==> config.mk <==
export PLATFORM = sky130hd
export DESIGN_NAME = afg_rx_filter
export DESIGN_NICKNAME = d
export VERILOG_FILES = /design/src/rtl/afg_pkg.sv /design/src/rtl/afg_addr_match.sv /design/src/rtl/afg_policy.sv /design/src/rtl/afg_rx_filter.sv
export SDC_FILE = /design/constraint.sdc
export NUM_CORES = 1
export LEC_CHECK = 0
export BUFFER_PORTS_ARGS = -buffer_cell sky130_fd_sc_hd__buf_2
export CAP_MARGIN = 20
export CELL_PAD_IN_SITES_DETAIL_PLACEMENT = 1
export CELL_PAD_IN_SITES_GLOBAL_PLACEMENT = 1
export CORE_AREA = 2 2 49 51
export DETAILED_ROUTE_END_ITERATION = 8
export DIE_AREA = 0 0 51 53
export PLACE_DENSITY_LB_ADDON = 0.1
export SLEW_MARGIN = 20
export SYNTH_ARGS = -nofsm -noshare
export SYNTH_HDL_FRONTEND = slang
export SYNTH_SLANG_ARGS = --single-unit
==> constraint.sdc <==
create_clock -name clk -period 0.8 [get_ports clk]
set_input_delay 0.04 -clock clk [delete_from_list [all_inputs] [get_ports clk]]
set_output_delay 0.04 -clock clk [all_outputs]
set_load 0.005 [all_outputs]
==> src/rtl/afg_pkg.sv <==
package afg_pkg;
    typedef enum logic [1:0] {
        POL_REPORT = 2'b00,
        POL_OPEN   = 2'b01,
        POL_MATCH  = 2'b10,
        POL_RSVD   = 2'b11
    } afg_policy_e;

    typedef enum logic [1:0] {
        DEC_NONE  = 2'b00,
        DEC_OPEN  = 2'b01,
        DEC_CLOSE = 2'b10
    } afg_decision_e;
endpackage

==> src/rtl/afg_addr_match.sv <==
module afg_addr_match #(
    parameter int W = 8
) (
    input  logic [W-1:0] rx_char,
    input  logic [W-1:0] station_addr,
    output logic         match
);
    logic [W-1:0] bit_eq;

    for (genvar i = 0; i < W; i++) begin : g_bit
        assign bit_eq[i] = ~(rx_char[i] ^ station_addr[i]);
    end

    assign match = &bit_eq;
endmodule

==> src/rtl/afg_policy.sv <==
module afg_policy
    import afg_pkg::*;
(
    input  afg_policy_e   policy,
    input  logic          addr_seen,
    input  logic          match,
    output afg_decision_e decision,
    output logic          addr_keep
);
    always_comb begin
        decision  = DEC_NONE;
        addr_keep = 1'b1;
        unique case (policy)
            POL_OPEN: begin
                if (addr_seen) decision = DEC_OPEN;
            end
            POL_MATCH: begin
                addr_keep = match;
                if (addr_seen) decision = match ? DEC_OPEN : DEC_CLOSE;
            end
            default: begin
                decision = DEC_NONE;
            end
        endcase
    end
endmodule

==> src/rtl/afg_rx_filter.sv <==
module afg_rx_filter
    import afg_pkg::*;
#(
    parameter int CHAR_W = 8
) (
    input  logic              clk,
    input  logic              rst_n,
    input  logic              rx_valid,
    input  logic [CHAR_W-1:0] rx_char,
    input  logic              rx_addr_bit,
    input  logic [1:0]        policy,
    input  logic [CHAR_W-1:0] station_addr,
    input  logic              sw_lock,
    input  logic              sw_unlock,
    input  logic              addr_ack,
    output logic              fifo_we,
    output logic [CHAR_W-1:0] fifo_wdata,
    output logic              gate_locked,
    output logic              addr_seen_flag,
    output logic              char_dropped
);
    typedef struct packed {
        logic              locked;
        logic              flag;
        logic              we;
        logic              drop;
        logic [CHAR_W-1:0] data;
    } filt_state_t;

    filt_state_t   s_d, s_q;
    logic          addr_match;
    logic          addr_keep;
    logic          keep;
    afg_decision_e decision;

    afg_addr_match #(.W(CHAR_W)) u_match (
        .rx_char      (rx_char),
        .station_addr (station_addr),
        .match        (addr_match)
    );

    afg_policy u_policy (
        .policy    (afg_policy_e'(policy)),
        .addr_seen (rx_valid & rx_addr_bit),
        .match     (addr_match),
        .decision  (decision),
        .addr_keep (addr_keep)
    );

    always_comb begin
        s_d      = s_q;
        s_d.we   = 1'b0;
        s_d.drop = 1'b0;
        keep     = 1'b0;

        if (rx_valid) begin
            keep     = rx_addr_bit ? addr_keep : ~s_q.locked;
            s_d.data = rx_char;
            s_d.we   = keep;
            s_d.drop = ~keep;
        end

        unique case (decision)
            DEC_OPEN:  s_d.locked = 1'b0;
            DEC_CLOSE: s_d.locked = 1'b1;
            default: begin
                if (sw_lock)        s_d.locked = 1'b1;
                else if (sw_unlock) s_d.locked = 1'b0;
            end
        endcase

        if (rx_valid && rx_addr_bit) s_d.flag = 1'b1;
        else if (addr_ack)           s_d.flag = 1'b0;
    end

    always_ff @(posedge clk or negedge rst_n) begin
        if (!rst_n) s_q <= '0;
        else        s_q <= s_d;
    end

    assign fifo_we        = s_q.we;
    assign fifo_wdata     = s_q.data;
    assign gate_locked    = s_q.locked;
    assign addr_seen_flag = s_q.flag;
    assign char_dropped   = s_q.drop;
endmodule

==> results of run 1 <==
==> state kept, by name (all words and copies together) (netlist names) <==
register / count
char_dropped: 1
fifo_wdata: 8
fifo_we: 1
gate_locked: 1
addr_seen_flag: 1
==> logic make-up (layout without fill, tap and decap cells) <==
family                     after synthesis  after routing
xor gates and xnor gates                 8              8
buffers and inverters                    6             54
DFF                                     12             12
AOI/OAI and AO/OA                        6              6
muxes                                    8              8
and+or+nand+nor                         12             12
adders and majority gates                3              3
==> placed cells by master, fill, tap and decap left out <==
| master | synthesis | routed |
|---|---|---|
| buf_2 | 1 | 26 |
| mux2_2 | 8 | 8 |
| buf_4 | 0 | 6 |
| nand3_1 | 1 | 1 |
| xnor2_2 | 0 | 7 |
| dlygate4sd3_1 | 0 | 4 |
| inv_8 | 0 | 1 |
| o221a_2 | 1 | 1 |
| nor2_1 | 3 | 2 |
| and2_1 | 1 | 1 |
| ha_4 | 0 | 1 |
| buf_6 | 0 | 10 |
| ha_1 | 3 | 2 |
| a31oi_1 | 1 | 1 |
| dfrtp_1 | 12 | 12 |
| nand4_1 | 2 | 2 |
| o21ai_0 | 2 | 2 |
| clkbuf_4 | 0 | 3 |
| nand3b_1 | 1 | 1 |
| inv_1 | 5 | 4 |
| xnor2_1 | 8 | 1 |
| nor2_2 | 1 | 1 |
| nor2_4 | 0 | 1 |
| nand2_1 | 3 | 3 |
| a21oi_1 | 2 | 2 |
==> power groups by stage <==
stage	Combinational (mW)	Clock [mW]	Sequential (mW)
2_1_floorplan	0.140	0	0.710
3_3_place_gp	0.324	0	0.701
3_5_place_dp	0.330	0	0.703
4_1_cts	0.377	0.377	0.693
5_1_grt	0.452	0.414	0.701
6_report	0.411	0.357	0.692
==> layer usage <==
| layer | global-route usage | vias up | wire length [µm] |
|---|---|---|---|
| li1 | - | 282 | - |
| met1 | 0.1521 | 274 | 595 |
| met2 | 0.2078 | 26 | 791 |
| met3 | 0.05367 | 0 | 122 |
| met4 | 0.02703 | 0 | 0 |
| met5 | 0 | - | 0 |
==> repair_timing <==
item	4_1_cts	5_1_grt
pin swaps	10	8
setup endpoints to repair	12	14
hold buffers	2	2
hold endpoints to repair	13	2
resized for setup	12	7
setup buffers	1	1
==> stage by stage <==
step                      setup slack, ps  utilization  total power, mW  cells
after floorplan                    -285.8            -           0.8505     55
after global placement             -494.1       0.4129            1.025    122
after detailed placement           -549.4       0.4129            1.033    122
after CTS                          -217.5       0.4700            1.446    128
after global routing               -316.5       0.5026            1.567    131
final                              -205.8       0.5026            1.460    131
==> cell type report <==
cell class	instances	area share
multi-input cells	37	0.3407
well taps	28	0.03244
clock buffers	3	0.02086
inverters	5	0.02433
repair buffers	46	0.3036
flip-flops and latches	12	0.2781
==> path summary, 6_finish.rpt <==
kind                                            from                        end  slack [ps]  depth (start not counted)
max                                  station_addr[4]    gate_locked$_DFFE_PN0P_        -210                          8
min                                       rx_char[1]  fifo_wdata[1]$_DFFE_PN0P_          20                          2
max reg2reg                  gate_locked$_DFFE_PN0P_          fifo_we$_DFF_PN0_         -10                          2
min reg2reg                fifo_wdata[5]$_DFFE_PN0P_  fifo_wdata[5]$_DFFE_PN0P_         500                          1
max in group asynchronous                      rst_n          fifo_we$_DFF_PN0_         400                          2
min in group asynchronous                      rst_n  fifo_wdata[2]$_DFFE_PN0P_         180                          2
==> results.json, run 1 <==
{
  "outcome": "finished with violations",
  "violations": "setup timing",
  "hold_viol": 0,
  "cp-start-kind": "input pin",
  "cp_slowest_cell": "ha_1",
  "synth_xor_xnor_area_share": 0.1131,
  "antenna_found_initial": 0,
  "p_leak_nw": 0.5353,
  "swShare": 0.2506,
  "cts_htree_levels": 1,
  "grt_pass1_wl_um": 2497,
  "fillerInstances": 248,
  "hpwlAfterDp_um": 1144,
  "path_class": "input pin to flip-flop",
  "gp_congestion": 0.7504,
  "internal_power_mw": 1.094,
  "cp.required_ps": 950,
  "synth_cell_types": 17,
  "layout_min_cycle_time_ps": 1006,
  "synth_top_family_by_area": "multiplexers",
  "fp.coreArea_um2": 2148,
  "yosys.area.top_type": "dfrtp_1",
  "placed_area_um2": 887.1,
  "setup_tns_ps": -352.8,
  "syn_avg_cell_area_um2": 11.26,
  "slew_violations": 0,
  "grt_pass1_vias": 580,
  "cp_num_buf_inv": 1,
  "std_cell_rows": 17,
  "synth_compound_area_frac": 0.06061,
  "cp_max_fo": 3,
  "synth_flop_cell": "dfrtp_1",
  "ir_drop_mv": 1.014,
  "synth_common_cells": "12 x dfrtp_1, 8 x mux2_2, 8 x xnor2_1",
  "grt_overflow_total": 0,
  "setup_viol": 10,
  "arrival_ps": 1160,
  "path_cells": "buf_2 > xnor2_1 > nand4_1 > nor2_2 > a31oi_1 > ha_1 > nor2_1 > a21oi_1",
  "synth_nets": 83,
  "synth_edf_count": 0,
  "power.density_nw_per_um2": 1352,
  "cts_made_buffers": 3,
  "synthCells": 55,
  "relSlewSlack": 0.8174,
  "initial_core_util": 0.2883,
  "clockBufferDepth": 2,
  "cp_top_family": "simple AND/OR/NAND/NOR gates",
  "ant_nets": 0,
  "die_h_um": 53,
  "max_freq_ghz": 0.9942,
  "yosysSeqAreaShare": 0.4848,
  "vias": 582,
  "grt_max_degree": 13,
  "worst_pin_slew_ps": 273.8,
  "skew_ps": 0.02975,
  "comb_power_share": 0.282,
  "yosys_warnings": 0,
  "vias_per_cell": 4.443,
  "hold_ws_ps": 15.28,
  "avgRoutedWirePerCell_um": 11.52,
  "syn_area_um2": 619.3,
  "seq_power_share": 0.474,
  "cts_num_sinks": 12,
  "final_nets": 133,
  "max_stage_delay_ps": 290,
  "track_usage": 0.1259,
  "dieArea_um2": 2703,
  "min_period_over_period": 1.257,
  "layout-drive-gt1-share": 0.6311,
  "endpoint_kind": "flip-flop",
  "clk_pin_slew_ps": 70,
  "drc_errors": 0,
  "num_antenna_cells": 0,
  "drtPass1Iterations": 1,
  "rsz0062_at_grt": "yes",
  "ys_seq_elements": 12,
  "clock_power_share": 0.244,
  "seq_area_um2": 300.3,
  "synth.area.mux_share": 0.1455,
  "fin_area_um2": 1080,
  "netSwitchingPower_uw": 365.9,
  "netlist.area_leader.share": 0.4848,
  "ios": 37,
  "min_path_type": "input pin to flip-flop",
  "cts_tree": "built",
  "drt_iter0_drc": 0,
  "die_w_um": 51,
  "netlist_top_cells_area": "dfrtp_1 48%, mux2_2 15%, xnor2_1 11%, ha_1 6.1%, inv_1 3.0%",
  "multi_input_area_um2": 367.9,
  "io_buffers": 36,
  "finalWorstSetupSlack_ps": -205.8,
  "async_reset_ff_frac": 1.000,
  "synthAdderAreaFrac": 0.06061,
  "synthSimpleGateAreaFrac": 0.09697,
  "root_buffer": "clkbuf_4",
  "maxCapViolCount": 0,
  "wirelength_um": 1509,
  "syn_to_final_growth_pct": 74.34,
  "yosysMostFrequentCell": "dfrtp_1",
  "clock_latency_ps": 260
}
No activity file was read; power rests on OpenSTA's default activity.
==> run 2, diff against run 1 <==
--- a/config.mk
+++ b/config.mk
@@ -9,11 +9,13 @@
 export CAP_MARGIN = 20
 export CELL_PAD_IN_SITES_DETAIL_PLACEMENT = 1
 export CELL_PAD_IN_SITES_GLOBAL_PLACEMENT = 1
-export CORE_AREA = 2 2 49 51
+export CORE_AREA = 2 2 50 52
 export DETAILED_ROUTE_END_ITERATION = 8
-export DIE_AREA = 0 0 51 53
+export DIE_AREA = 0 0 52 54
+export MAX_ROUTING_LAYER = met4
 export PLACE_DENSITY_LB_ADDON = 0.1
 export SLEW_MARGIN = 20
 export SYNTH_ARGS = -nofsm -noshare
 export SYNTH_HDL_FRONTEND = slang
+export SYNTH_HIERARCHICAL = 1
 export SYNTH_SLANG_ARGS = --single-unit
==> constraint.sdc (replaced) <==
create_clock -name clk -period 1 [get_ports clk]
set_input_delay 0.05 -clock clk [delete_from_list [all_inputs] [get_ports clk]]
set_output_delay 0.05 -clock clk [all_outputs]
set_load 0.005 [all_outputs]
==> results.json, run 2 <==
{
  "min_path_type": "input pin to flip-flop",
  "reg2reg_depth": 1,
  "grt_overflow_total": 0,
  "dieArea_um2": 2808,
  "grt_max_degree": 13,
  "clockBufferDepth": 2,
  "track_usage": 0.1262,
  "synth_edf_count": 0,
  "yosys.area.top_type": "dfrtp_1",
  "syn_to_final_growth_pct": 62.01,
  "synth_common_cells": "12 x dfrtp_1, 8 x mux2_4, 8 x xnor2_1",
  "final_common_cell": "buf_2",
  "antenna_found_initial": 0,
  "r2r_end": "fifo_wdata[7]$_DFFE_PN0P_",
  "ir_drop_mv": 0.5240,
  "reg2reg_from": "fifo_wdata[7]$_DFFE_PN0P_",
  "holdPathStages": 2,
  "cp-start-kind": "input pin",
  "layout_common_cells": "26 x buf_2, 12 x dfrtp_1, 10 x buf_6",
  "cp_max_fo": 2,
  "vias": 565,
  "post-cts-setup-buffer-count": 0,
  "gp_congestion": 0.6925,
  "hp-start": "rx_char[0]",
  "die_w_um": 52,
  "instances_no_fill": 129,
  "clock_latency_ps": 270,
  "arrival_ps": 1290,
  "avgRoutedWirePerCell_um": 11.36,
  "worst_pin_slew_ps": 277.6,
  "netlist.area_leader.share": 0.4469,
  "dp_cells": 125,
  "cts_made_buffers": 3,
  "endpoint_kind": "flip-flop",
  "finalWorstSetupSlack_ps": -90.80,
  "grt_pass1_vias": 589,
  "hpwlAfterDp_um": 1171,
  "path_cells": "buf_2 > xnor2_1 > nand4_1 > nor2_2 > a21oi_2 > nor3_2 > inv_1 > ha_4 > nor2_2 > a31oi_1",
  "relSlewSlack": 0.8149,
  "synthCells": 54,
  "io_buffers": 36,
  "async_reset_ff_frac": 1.000,
  "power.density_nw_per_um2": 1105,
  "path_class": "input pin to flip-flop",
  "syn_avg_cell_area_um2": 12.44,
  "std_cell_rows": 18,
  "synth_nets": 82,
  "fin_util": 0.4693,
  "setup_viol": 1,
  "skew_ps": 0.05240,
  "maxCapViolCount": 0,
  "syn_area_um2": 671.9,
  "cp_num_buf_inv": 2,
  "yosysSeqAreaShare": 0.4469,
  "cp_top_family": "simple AND/OR/NAND/NOR gates",
  "outcome": "finished with violations",
  "violations": "setup timing",
  "drtPass1Iterations": 1,
  "cts_num_sinks": 12,
  "ios": 37,
  "hold_viol": 0,
  "yosys_warnings": 6,
  "drc_errors": 0,
  "die_h_um": 54,
  "max_stage_delay_ps": 270,
  "largest_register_ffs": 8,
  "dp_slack_ps": -401.9,
  "wirelength_um": 1466,
  "rsz0062_at_grt": "yes",
  "hold_end": "fifo_wdata[0]$_DFFE_PN0P_",
  "fp.coreArea_um2": 2320,
  "synth_flop_cell": "dfrtp_1",
  "synth_cell_types": 17,
  "drt_iter0_drc": 0,
  "cts_htree_levels": 1,
  "cp_slowest_cell": "ha_4",
  "p_leak_nw": 0.5634,
  "ant_nets": 0,
  "slew_violations": 0,
  "layout-drive-gt1-share": 0.6768,
  "grt_pass1_wl_um": 2435,
  "min_period_over_period": 1.091,
  "clk_pin_slew_ps": 80,
  "max_freq_ghz": 0.9168,
  "layout_min_cycle_time_ps": 1091,
  "cts_tree": "built",
  "path_common_cell": "nor2_2",
  "initial_core_util": 0.2896,
  "netlist_top_cells_area": "dfrtp_1 45%, mux2_4 18%, xnor2_1 10%, ha_1 5.6%, inv_1 3.4%",
  "vias_per_cell": 4.380,
  "ys_seq_elements": 12,
  "cp.required_ps": 1200,
  "num_antenna_cells": 0,
  "yosysMostFrequentCell": "dfrtp_1",
  "r2r_slack_ps": 230,
  "root_buffer": "clkbuf_4",
  "final_nets": 129
}
==> run 2: cell types whose count changed in the layout (fill, tap and decap cells not counted), sizes merged, moves of 2 or more <==
cell | before | now
nand2 | 3 | 0
o21ai | 2 | 0
dlygate4sd3 | 4 | 1
nand2b | 0 | 4
==> run 2: per-layer routing <==
layer / share of wire / GRT usage / vias to the layer above
met5: 0 / - / -
met4: 0.020 / 0.07895 / 0
met3: 0.065 / 0.02500 / 3
met2: 0.50 / 0.2025 / 24
met1: 0.41 / 0.1451 / 270
li1: - / - / 268
==> run 2: area by class of cell <==
cell class	instances	area (µm²)
inverters	6	22.52
flip-flops and latches	12	300.3
well taps	30	37.54
repair buffers	43	297.8
fillers	255	1231
clock buffers	3	22.52
multi-input cells	35	407.9
==> run 2: logic make-up (layout without fill, tap and decap cells) <==
group,after synthesis,count (layout),share of synthesized area
buf+inv,7,52,0.05028
compound gates,4,4,0.04471
flops,12,12,0.4469
fa+ha+maj,3,3,0.05587
xor+xnor,8,8,0.1043
mux,8,8,0.1788
simple gates,12,12,0.1192
==> run 2: worst max path at each step <==
stage,cells after the start,start,end,slack [ps]
final,10,station_addr[5],gate_locked$_DFFE_PN0P_,-90
after detailed placement,10,station_addr[6],gate_locked$_DFFE_PN0P_,-400
after CTS,10,rx_char[0],gate_locked$_DFFE_PN0P_,-70
after global placement,10,station_addr[6],gate_locked$_DFFE_PN0P_,-390
after global routing,10,rx_char[5],gate_locked$_DFFE_PN0P_,-180
after floorplan,9,station_addr[6],gate_locked$_DFFE_PN0P_,-150
==> run 2: power breakdown <==
part	internal, mW	leakage (nW)	switching [mW]
sequential	0.531	0.142	0.0245
clock	0.140	0.0138	0.171
combinational	0.217	0.407	0.120
==> run 2: per-stage QoR <==
stage | power [mW] | hold WS (ps) | area (µm²) | TNS, ps
3_3_place_gp | 0.8457 | -54.59 | 925.9 | -550.8
2_1_floorplan | 0.7027 | -245.6 | 674.4 | -150.5
5_1_grt | 1.278 | -0.1451 | 1089 | -179.1
4_1_cts | 1.201 | 11.92 | 1046 | -70.56
3_5_place_dp | 0.8507 | -48.76 | 925.9 | -565.8
6_report | 1.203 | 4.699 | 1089 | -90.80
==> run 2: what timing repair did <==
item | in CTS | in global routing
setup endpoints to repair | 1 | 1
hold endpoints to repair | 12 | 0
resized for setup | 12 | 9
hold buffers | 1 | 0
pin swaps | 3 | 2
